--- config.mk ---
export PLATFORM = sky130hd
export DESIGN_NAME = barrel_seq
export DESIGN_NICKNAME = d
export VERILOG_FILES = /design/src/rtl/bseq_pkg.sv /design/src/rtl/bseq_slot_pick.sv /design/src/rtl/bseq_pc_file.sv /design/src/rtl/bseq_tag_pipe.sv /design/src/rtl/barrel_seq.sv
export SDC_FILE = /design/constraint.sdc
export NUM_CORES = 1
export LEC_CHECK = 0
export BUFFER_PORTS_ARGS = -buffer_cell sky130_fd_sc_hd__buf_2
export CORE_UTILIZATION = 55
export DETAILED_ROUTE_END_ITERATION = 10
export PLACE_DENSITY = 0.79
export RECOVER_POWER = 50
export SYNTH_ARGS = -nofsm -noshare
export SYNTH_HDL_FRONTEND = slang
export SYNTH_HIERARCHICAL = 1
export SYNTH_SLANG_ARGS = --single-unit
--- constraint.sdc ---
create_clock -name clk -period 7.1 [get_ports clk]
set_clock_uncertainty 0.2 [all_clocks]
set_input_delay 0.355 -clock clk [delete_from_list [all_inputs] [get_ports clk]]
set_output_delay 0.355 -clock clk [all_outputs]
set_load 0.01 [all_outputs]
--- src/rtl/bseq_pkg.sv ---
package bseq_pkg;

    typedef enum logic {
        ROT_FIXED = 1'b0,
        ROT_SKIP  = 1'b1
    } rot_mode_e;

    // circular successor of a thread index
    function automatic int unsigned ring_next(int unsigned idx, int unsigned n);
        return (idx + 1 >= n) ? 0 : idx + 1;
    endfunction

    // start address for thread t
    function automatic logic [31:0] start_addr(int unsigned base, int unsigned stride,
                                               int unsigned t);
        return 32'(base + stride * t);
    endfunction

endpackage

--- src/rtl/bseq_slot_pick.sv ---
module bseq_slot_pick
    import bseq_pkg::*;
#(
    parameter int        NTHR = 8,
    parameter int        TW   = 3,
    parameter rot_mode_e MODE = ROT_FIXED
) (
    input  logic            clk,
    input  logic            rst,
    input  logic [NTHR-1:0] active,
    input  logic [NTHR-1:0] busy,
    output logic            pick_vld,
    output logic [TW-1:0]   pick_tid
);

    generate
        if (MODE == ROT_FIXED) begin : g_fixed
            logic [TW-1:0] slot_q;

            always_ff @(posedge clk) begin
                if (rst)
                    slot_q <= '0;
                else if (slot_q == TW'(NTHR - 1))
                    slot_q <= '0;
                else
                    slot_q <= slot_q + 1'b1;
            end

            assign pick_vld = active[slot_q] && !busy[slot_q];
            assign pick_tid = slot_q;
        end else begin : g_skip
            logic [TW-1:0] last_q;
            logic          found;
            logic [TW-1:0] cand;

            always_comb begin
                int unsigned   c;
                logic [TW-1:0] ci;
                found = 1'b0;
                cand  = '0;
                c     = 32'(last_q);
                for (int k = 0; k < NTHR; k++) begin
                    c  = ring_next(c, NTHR);
                    ci = TW'(c);
                    if (!found && active[ci] && !busy[ci]) begin
                        found = 1'b1;
                        cand  = ci;
                    end
                end
            end

            always_ff @(posedge clk) begin
                if (rst)
                    last_q <= TW'(NTHR - 1);
                else if (found)
                    last_q <= cand;
            end

            assign pick_vld = found;
            assign pick_tid = cand;
        end
    endgenerate

endmodule

--- src/rtl/bseq_pc_file.sv ---
module bseq_pc_file
    import bseq_pkg::*;
#(
    parameter int          NTHR         = 8,
    parameter int          TW           = 3,
    parameter int          PCW          = 16,
    parameter int unsigned START_BASE   = 32'h100,
    parameter int unsigned START_STRIDE = 32'h100
) (
    input  logic           clk,
    input  logic           rst,
    input  logic [TW-1:0]  rd_tid,
    output logic [PCW-1:0] rd_pc,
    input  logic           wb_vld,
    input  logic [TW-1:0]  wb_tid,
    input  logic           wb_taken,
    input  logic [PCW-1:0] wb_target
);

    logic [PCW-1:0] pc_q [NTHR];

    always_ff @(posedge clk) begin
        if (rst) begin
            for (int t = 0; t < NTHR; t++)
                pc_q[t] <= PCW'(start_addr(START_BASE, START_STRIDE, t));
        end else if (wb_vld) begin
            pc_q[wb_tid] <= wb_taken ? wb_target : pc_q[wb_tid] + 1'b1;
        end
    end

    assign rd_pc = pc_q[rd_tid];

endmodule

--- src/rtl/bseq_tag_pipe.sv ---
module bseq_tag_pipe #(
    parameter int NSTG = 4,
    parameter int TW   = 3,
    parameter int PCW  = 16
) (
    input  logic           clk,
    input  logic           rst,
    input  logic           in_vld,
    input  logic [TW-1:0]  in_tid,
    input  logic [PCW-1:0] in_pc,
    output logic           head_vld,
    output logic [TW-1:0]  head_tid,
    output logic [PCW-1:0] head_pc,
    output logic           tail_vld,
    output logic [TW-1:0]  tail_tid,
    output logic [PCW-1:0] tail_pc
);

    typedef struct packed {
        logic           vld;
        logic [TW-1:0]  tid;
        logic [PCW-1:0] pc;
    } stage_t;

    stage_t stg_q [NSTG];

    always_ff @(posedge clk) begin
        if (rst) begin
            for (int s = 0; s < NSTG; s++)
                stg_q[s] <= '0;
        end else begin
            stg_q[0] <= {in_vld, in_tid, in_pc};
            for (int s = 1; s < NSTG; s++)
                stg_q[s] <= stg_q[s-1];
        end
    end

    assign head_vld = stg_q[0].vld;
    assign head_tid = stg_q[0].tid;
    assign head_pc  = stg_q[0].pc;
    assign tail_vld = stg_q[NSTG-1].vld;
    assign tail_tid = stg_q[NSTG-1].tid;
    assign tail_pc  = stg_q[NSTG-1].pc;

endmodule

--- src/rtl/barrel_seq.sv ---
module barrel_seq
    import bseq_pkg::*;
#(
    parameter int          NTHR         = 8,
    parameter int          NSTG         = 4,
    parameter int          PCW          = 16,
    parameter int unsigned START_BASE   = 32'h100,
    parameter int unsigned START_STRIDE = 32'h100,
    parameter rot_mode_e   MODE         = ROT_FIXED,
    localparam int         TW           = (NTHR > 1) ? $clog2(NTHR) : 1
) (
    input  logic           clk,
    input  logic           rst,
    input  logic           ctl_vld,
    input  logic [TW-1:0]  ctl_tid,
    input  logic           ctl_on,
    input  logic           wb_taken,
    input  logic [PCW-1:0] wb_target,
    output logic           issue_vld,
    output logic [TW-1:0]  issue_tid,
    output logic [PCW-1:0] issue_pc,
    output logic           retire_vld,
    output logic [TW-1:0]  retire_tid,
    output logic [PCW-1:0] retire_pc
);

    logic [NTHR-1:0] active_q;
    logic [NTHR-1:0] busy_q;
    logic            pick_vld;
    logic [TW-1:0]   pick_tid;
    logic [PCW-1:0]  pick_pc;

    // thread enable flags: thread 0 alone after reset
    always_ff @(posedge clk) begin
        if (rst)
            active_q <= NTHR'(1);
        else if (ctl_vld)
            active_q[ctl_tid] <= ctl_on;
    end

    // in-flight flag per thread: set on issue, cleared on retirement
    always_ff @(posedge clk) begin
        if (rst) begin
            busy_q <= '0;
        end else begin
            if (retire_vld)
                busy_q[retire_tid] <= 1'b0;
            if (pick_vld)
                busy_q[pick_tid] <= 1'b1;
        end
    end

    bseq_slot_pick #(
        .NTHR (NTHR),
        .TW   (TW),
        .MODE (MODE)
    ) pick_i (
        .clk      (clk),
        .rst      (rst),
        .active   (active_q),
        .busy     (busy_q),
        .pick_vld (pick_vld),
        .pick_tid (pick_tid)
    );

    bseq_pc_file #(
        .NTHR         (NTHR),
        .TW           (TW),
        .PCW          (PCW),
        .START_BASE   (START_BASE),
        .START_STRIDE (START_STRIDE)
    ) pcs_i (
        .clk       (clk),
        .rst       (rst),
        .rd_tid    (pick_tid),
        .rd_pc     (pick_pc),
        .wb_vld    (retire_vld),
        .wb_tid    (retire_tid),
        .wb_taken  (wb_taken),
        .wb_target (wb_target)
    );

    bseq_tag_pipe #(
        .NSTG (NSTG),
        .TW   (TW),
        .PCW  (PCW)
    ) pipe_i (
        .clk      (clk),
        .rst      (rst),
        .in_vld   (pick_vld),
        .in_tid   (pick_tid),
        .in_pc    (pick_pc),
        .head_vld (issue_vld),
        .head_tid (issue_tid),
        .head_pc  (issue_pc),
        .tail_vld (retire_vld),
        .tail_tid (retire_tid),
        .tail_pc  (retire_pc)
    );

endmodule

== Yosys cells after proc, flatten, opt, wreduce, memory -nomap -nowiden ==
Memories as Yosys holds them, arrays and structs flattened. A register that Yosys moved wholly into a read port is not among the register bits.
Index checks and enable logic that the tools add are counted.
Storage, ports and cells
  output and inout bits: 40
  flip-flop bits (word level): 19
  memories kept: 2
  memory bits (writable): 208
Memories
  pcs_i.pc_q: depth 8, width 16, rd ports 2, clocked after Yosys merged registers in 1, wr ports 8, RTL line bseq_pc_file.sv:20  | logic [PCW-1:0] pc_q [NTHR];
  pipe_i.stg_q: depth 4, width 20, rd ports 4, clocked after Yosys merged registers in 0, wr ports 4, RTL line bseq_tag_pipe.sv:25  | stage_t stg_q [NSTG];
Operators by class
  muxes and demuxes: 29
  bitwise operators: 7
  $add $sub $neg: 2
  reduce and logical (&&, ||, !) cells: 7
  magnitude comparators: 6
  eq/ne operators: 1
Operators with widths (count)
  $mux 20: 4
  $mux 16: 2
  $mux 8: 3
  $add 16x1->16 const B: 1
  $reduce_or 16->1: 1
  $lt 3x4->1 const B: 3
  $mux 1: 12
  $demux 1 s3: 3
  $ge 3x1->1 const B: 3
  $and 8x8->8: 1
  $bwmux 8: 1
  $not 8->8: 1
  $or 8x8->8: 1
  $bmux 1 s3: 2
  $mux 3: 2
  $logic_and 1x1->1: 4
  $or 1x1->1: 4
  $add 3x1->3 const B: 1
  $eq 3x3->1 const B: 1
  $reduce_or 2->1: 1
  $logic_not 1->1: 1

== Logic depth before layout (Yosys ltp) ==
  word-level depth: 10
  depth in mapped cells: 12

== Cells and area by module ==
Netlist, hierarchy kept.
Modules (own cells, without submodules)
  bseq_pc_file: times used 1, cells each 533, area an instance 7372.1 µm², sequential area each 3843.7 µm²
  bseq_tag_pipe: times used 1, cells each 168, area an instance 2142.1 µm², sequential area each 1601.5 µm²
  barrel_seq: times used 1, cells each 74, area an instance 789.5 µm², sequential area each 320.3 µm²
  bseq_slot_pick: times used 1, cells each 23, area an instance 209.0 µm², sequential area each 60.1 µm²

== Worst setup path after synthesis ==
No wires, ideal clock.
  path kind: register to register
  start point: mem pipe_i/stg_q[3][18] (netlist name)
  end point: mem pcs_i.pc_q[7][15], data pin
  arrival time: 3.160 ns
  library setup time: 0.160 ns
  path slack: 3.580 ns
  path buffers: 6
  cell stages (with the launch flop): 13
  cell sequence: dfxtp_1 -> buf_4 -> buf_4 -> buf_2 -> buf_4 -> nor2_1 -> a22oi_1 -> nand4_2 -> or4_4 -> buf_6 -> buf_6 -> or4_1 -> o211ai_1
RTL lines (RTL line)
  start: declaration: bseq_tag_pipe.sv:25
  end: declaration: bseq_pc_file.sv:20

==> PnR_summary.wiki <==
{| class="wikitable"
! Metric !! Value
|-
| Status || finished with violations
|-
| Violations in the final reports || max-capacitance violations, max-slew violations
|-
| Io pins || 64
|-
| Required time reported for the critical path endpoint || 7.12 ns
|-
| Vias in the first global route || 6944
|-
| Share of total power in sequential cells || 50.8%
|-
| Top-area cell type share of the netlist area || 36.6%
|-
| Share of power burned in combinational logic || ~8.7%
|-
| Final WL || roughly 25 mm
|-
| CP startpoint kind || register
|-
| Switching power of the nets || ~0.67 mW
|-
| # Post-CTS Setup Buffers || 0
|-
| RR Endpoint || pcs_i/pc_q[0][10]$_SDFFCE_PN0P_
|-
| Number of hold-repair buffers added at the cts stage || 3
|-
| Reg-to-reg critical path startpoint || pipe_i/stg_q[3][18]$_SDFF_PP0_
|-
| Overall routing resource usage || roughly a quarter
|-
| Total clock buffers created by CTS || 24
|-
| Port Buf Inserts || 63
|-
| Starting utilization of the core area || a little under three fifths
|-
| Worst-case vdd ir drop || about 190 uV
|-
| Count of flip-flops with a built-in enable after synthesis || between 100 and 150
|-
| HP Class || in -> reg
|-
| Number of remaining DRC errors || 0
|-
| Cell area after synthesis || between 0.01 and 0.015 mm2
|-
| Average wire length per cell after detail routing || roughly 23 um
|-
| TNS Setup || 0 ns
|-
| Maximum number of buffers from clock root to sink || 3
|-
| Multiplexer area fraction after synthesis || 19.2%
|-
| Antenna-violating nets left || 0
|-
| First-pass GRT wire length || approximately 39 mm
|-
| Most common cell after layout, fill and taps aside || edfxtp_1
|-
| Min-Delay Endpoint || active_q[6]$_SDFFE_PP0P_
|-
| Main combinational cell family by area after synthesis || multiplexers
|-
| Clock-pin slew reported for the worst setup and hold paths after clock tree synthesis || 0.06 ns
|-
| Count of mapped cells out of synthesis || approximately 800
|-
| Yosys warnings || 6
|-
| Fin crit share || 75.8%
|-
| F_max || about 190 MHz
|-
| Cell breakdown of the critical path || clkbuf_1 -> mux4_2 -> mux2i_1 -> nor4_1 -> nand3_1 -> xnor2_1 -> a211oi_1
|-
| Primary FF master, synth || edfxtp_1
|-
| Critical Path Sink Type || register
|-
| Cell type with the highest aggregate area in the netlist || edfxtp_1
|-
| Cell Int Power || ~2.2 mW
|-
| Slowest cell on the critical path || clkbuf_1
|-
| Leakage dissipation || a little under 4 nW
|-
| Clock network latency to the later pin of the worst-skew pair || 0.51 ns
|-
| Final-stage net count || ~900
|-
| Async set or reset register ratio after synthesis || 0%
|-
| H-tree depth || 1
|-
| Num rows || 50
|-
| Clock tree from TritonCTS || yes
|-
| Number of max-capacitance violations reported || 5
|-
| Floorplan die area || between 0.015 and 0.02 mm2
|-
| Via count || between 7000 and 8000
|-
| Worst relative slew slack || -135%
|-
| Fraction of the mapped netlist area in simple logic gates || 17.6%
|-
| Count of clock tree sinks || between 200 and 250
|-
| Worst r2r path cells || 7
|-
| Area growth from synthesis to final layout || 10.7%
|-
| GRT overflow || 0
|-
| Post-DP HPWL || ~15 mm
|-
| Synth top area cells || edfxtp_1 (37%), dfxtp_1 (19%), mux4_2 (10%), nor2b_1 (5.0%), mux4_1 (3.7%)
|-
| Leading cell types in the layout, fill and taps excluded || edfxtp_1 (128), nor2_1 (99), dfxtp_1 (98)
|-
| Layout cell share with drive strength beyond 1 || 16.3%
|-
| Slew at the pin closest to its max-slew limit || between 3 and 4 ns
|-
| Post-synthesis net count || between 800 and 900
|-
| Unique cell type count in the Yosys netlist || 63
|-
| Number of flip-flops and latches in the synthesized netlist || ~230
|-
| Pre-antenna DRT Iters || 5
|-
| Worst Min Path Start || ctl_tid[2]
|-
| Average cell area after synthesis || around 13 um2
|-
| Hold Path Cell Cnt || 3
|-
| Number of vias per cell after detailed routing || approximately 6.4
|-
| Pin count of the biggest net entering global routing || 95
|-
| Synthesized-area fraction occupied by xor and xnor cells || less than 1%
|-
| Die boundary height || between 100 and 150 um
|-
| R2R setup slack || approximately 1.7 ns
|-
| Power Dens Cells || ~250 mW/mm2
|-
| Switching fraction of total power || around 23%
|-
| Largest fanout of any net on the critical path || 45
|-
| Cell at the root of the clock tree || clkbuf_16
|-
| Antenna Diode Count || 0
|-
| Number of antenna violations at the first check in global routing || 0
|-
| Synthesized-area fraction occupied by ao, oa, aoi and oai cells || roughly 4.2%
|-
| Number of DRC violations after detailed-routing iteration 0 || between 600 and 700
|-
| Sequential cell area fraction in the yosys report || a little under three fifths
|-
| Clock period minus worst slack || 5.38 ns
|-
| Final Slew Violations || ~260
|-
| Hold Violations, Final || 0
|-
| Placed instance area || 0.0109 mm2
|-
| Final weighted congestion of routability-driven global placement || approximately 0.85
|-
| Total chip power || approximately 2.9 mW
|-
| RSZ-0062 raised after global routing || no
|-
| Finished layout cell area || roughly 0.012 mm2
|-
| Horiz. Die Dim || around 140 um
|-
| Core Box Area || 0.0187 mm2
|-
| Crit-path max cell delay || between 1.5 and 2 ns
|-
| Part of the total power dissipated in the clock network || about 41%
|-
| Post-synthesis share of cell area spent on full adders, half adders and majority gates || less than 1%
|-
| Resized cells post-CTS || 0
|-
| Worst path arrival time || ~5.4 ns
|-
| Finish-stage setup viols || 0
|-
| Start-to-end type of the worst setup path || reg -> reg
|}
## through the flow
| stage | utilization, % | std cells | hold slack [ns] | setup WS (ns) |
|---|---|---|---|---|
| finish | 62.2 | 1101 | 0.0261 | 1.72 |
| global route | 62.2 | 1101 | 0.0278 | 1.28 |
| CTS | 62.6 | 1101 | 0.00741 | 2.75 |
| detailed placement | 58.5 | 1055 | 0.222 | 2.76 |
| global placement | 58.5 | 1055 | 0.216 | 2.88 |
| floorplan | - | 798 | 0.214 | 3.58 |
## cell usage after synthesis, types with 4 or more instances
master	n
a211oi_1	9
a21oi_1	4
and2_1	4
and3_1	4
buf_1	6
buf_2	12
buf_4	5
clkbuf_1	24
dfxtp_1	99
edfxtp_1	128
inv_1	6
mux2_2	26
mux2i_1	26
mux4_1	15
mux4_2	47
nand2_1	24
nand2b_1	25
nand3_1	8
nand4_1	12
nor2_1	99
nor2b_1	84
nor3_1	26
nor3b_1	5
nor4_1	6
o211ai_1	17
o32ai_1	6
or4_1	10
## worst max-delay path by stage
stage,from,endpoint,slack [ns],cells past startpoint
after detailed placement,pipe_i/stg_q[3][16]$_SDFF_PP0_,pcs_i/pc_q[1][9]$_SDFFCE_PN1P_,2.76,7
after floorplan,pipe_i/stg_q[3][18]$_SDFF_PP0_,pcs_i/pc_q[7][15]$_SDFFCE_PN0P_,3.58,12
final,pipe_i/stg_q[3][18]$_SDFF_PP0_,pcs_i/pc_q[0][10]$_SDFFCE_PN0P_,1.72,7
after global routing,pipe_i/stg_q[3][18]$_SDFF_PP0_,pcs_i/pc_q[6][7]$_SDFFCE_PN0P_,1.28,7
after global placement,pipe_i/stg_q[3][16]$_SDFF_PP0_,pcs_i/pc_q[1][9]$_SDFFCE_PN1P_,2.88,7
after CTS,pipe_i/stg_q[3][16]$_SDFF_PP0_,pcs_i/pc_q[0][10]$_SDFFCE_PN0P_,2.75,7
## registers in the layout, indices dropped and copies added (netlist names)
| signal | flops |
|---|---|
| pick_i/pick_tid | 3 |
| busy_q | 8 |
| pipe_i/stg_q | 80 |
| pcs_i/pc_q | 128 |
| active_q | 8 |
## routing by layer
layer | GRT usage, % | wire [um] | up-vias
met2 | 42.7 | 11900 | 394
met4 | 10.5 | 838 | 0
met3 | 4.58 | 2400 | 74
met5 | 0 | 0 | -
li1 | - | - | 3135
met1 | 34.1 | 9750 | 3456
## layout make-up
type                            instances  area (um2)
Fill cell                            1438        7070
Multi-Input combinational cell        512        4380
Timing Repair Buffer                   79         374
Clock inverter                         10        56.3
Clock buffer                           33         686
Tap cell                              234         293
Inverter                                6        22.5
Sequential cell                       227        5830
## cells by family after synthesis
group | after synthesis
and+or+nand+nor | 333
muxes | 115
adders and majority gates | 3
buffers and inverters | 59
AOI/OAI and AO/OA | 56
xor gates and xnor gates | 5
DFF | 227
## critical path: cells and delay by family (launching register included)
kind                   cells  cell delay [ns]
AND/OR/NAND/NOR            2             1.32
XOR/XNOR                   1             0.57
multiplexers               2             0.73
AO/OA/AOI/OAI              1             0.16
flip-flops                 1             0.30
buffers and inverters      1             1.75
## power groups by stage
stage / combinational (mW) / sequential, mW / clock (mW)
2_1_floorplan: 0.171 / 1.49 / 0
3_3_place_gp: 0.246 / 1.49 / 0
3_5_place_dp: 0.251 / 1.49 / 0
4_1_cts: 0.254 / 1.47 / 1.19
5_1_grt: 0.269 / 1.47 / 1.24
6_report: 0.252 / 1.47 / 1.17
Power figures use the tool's default switching activity.
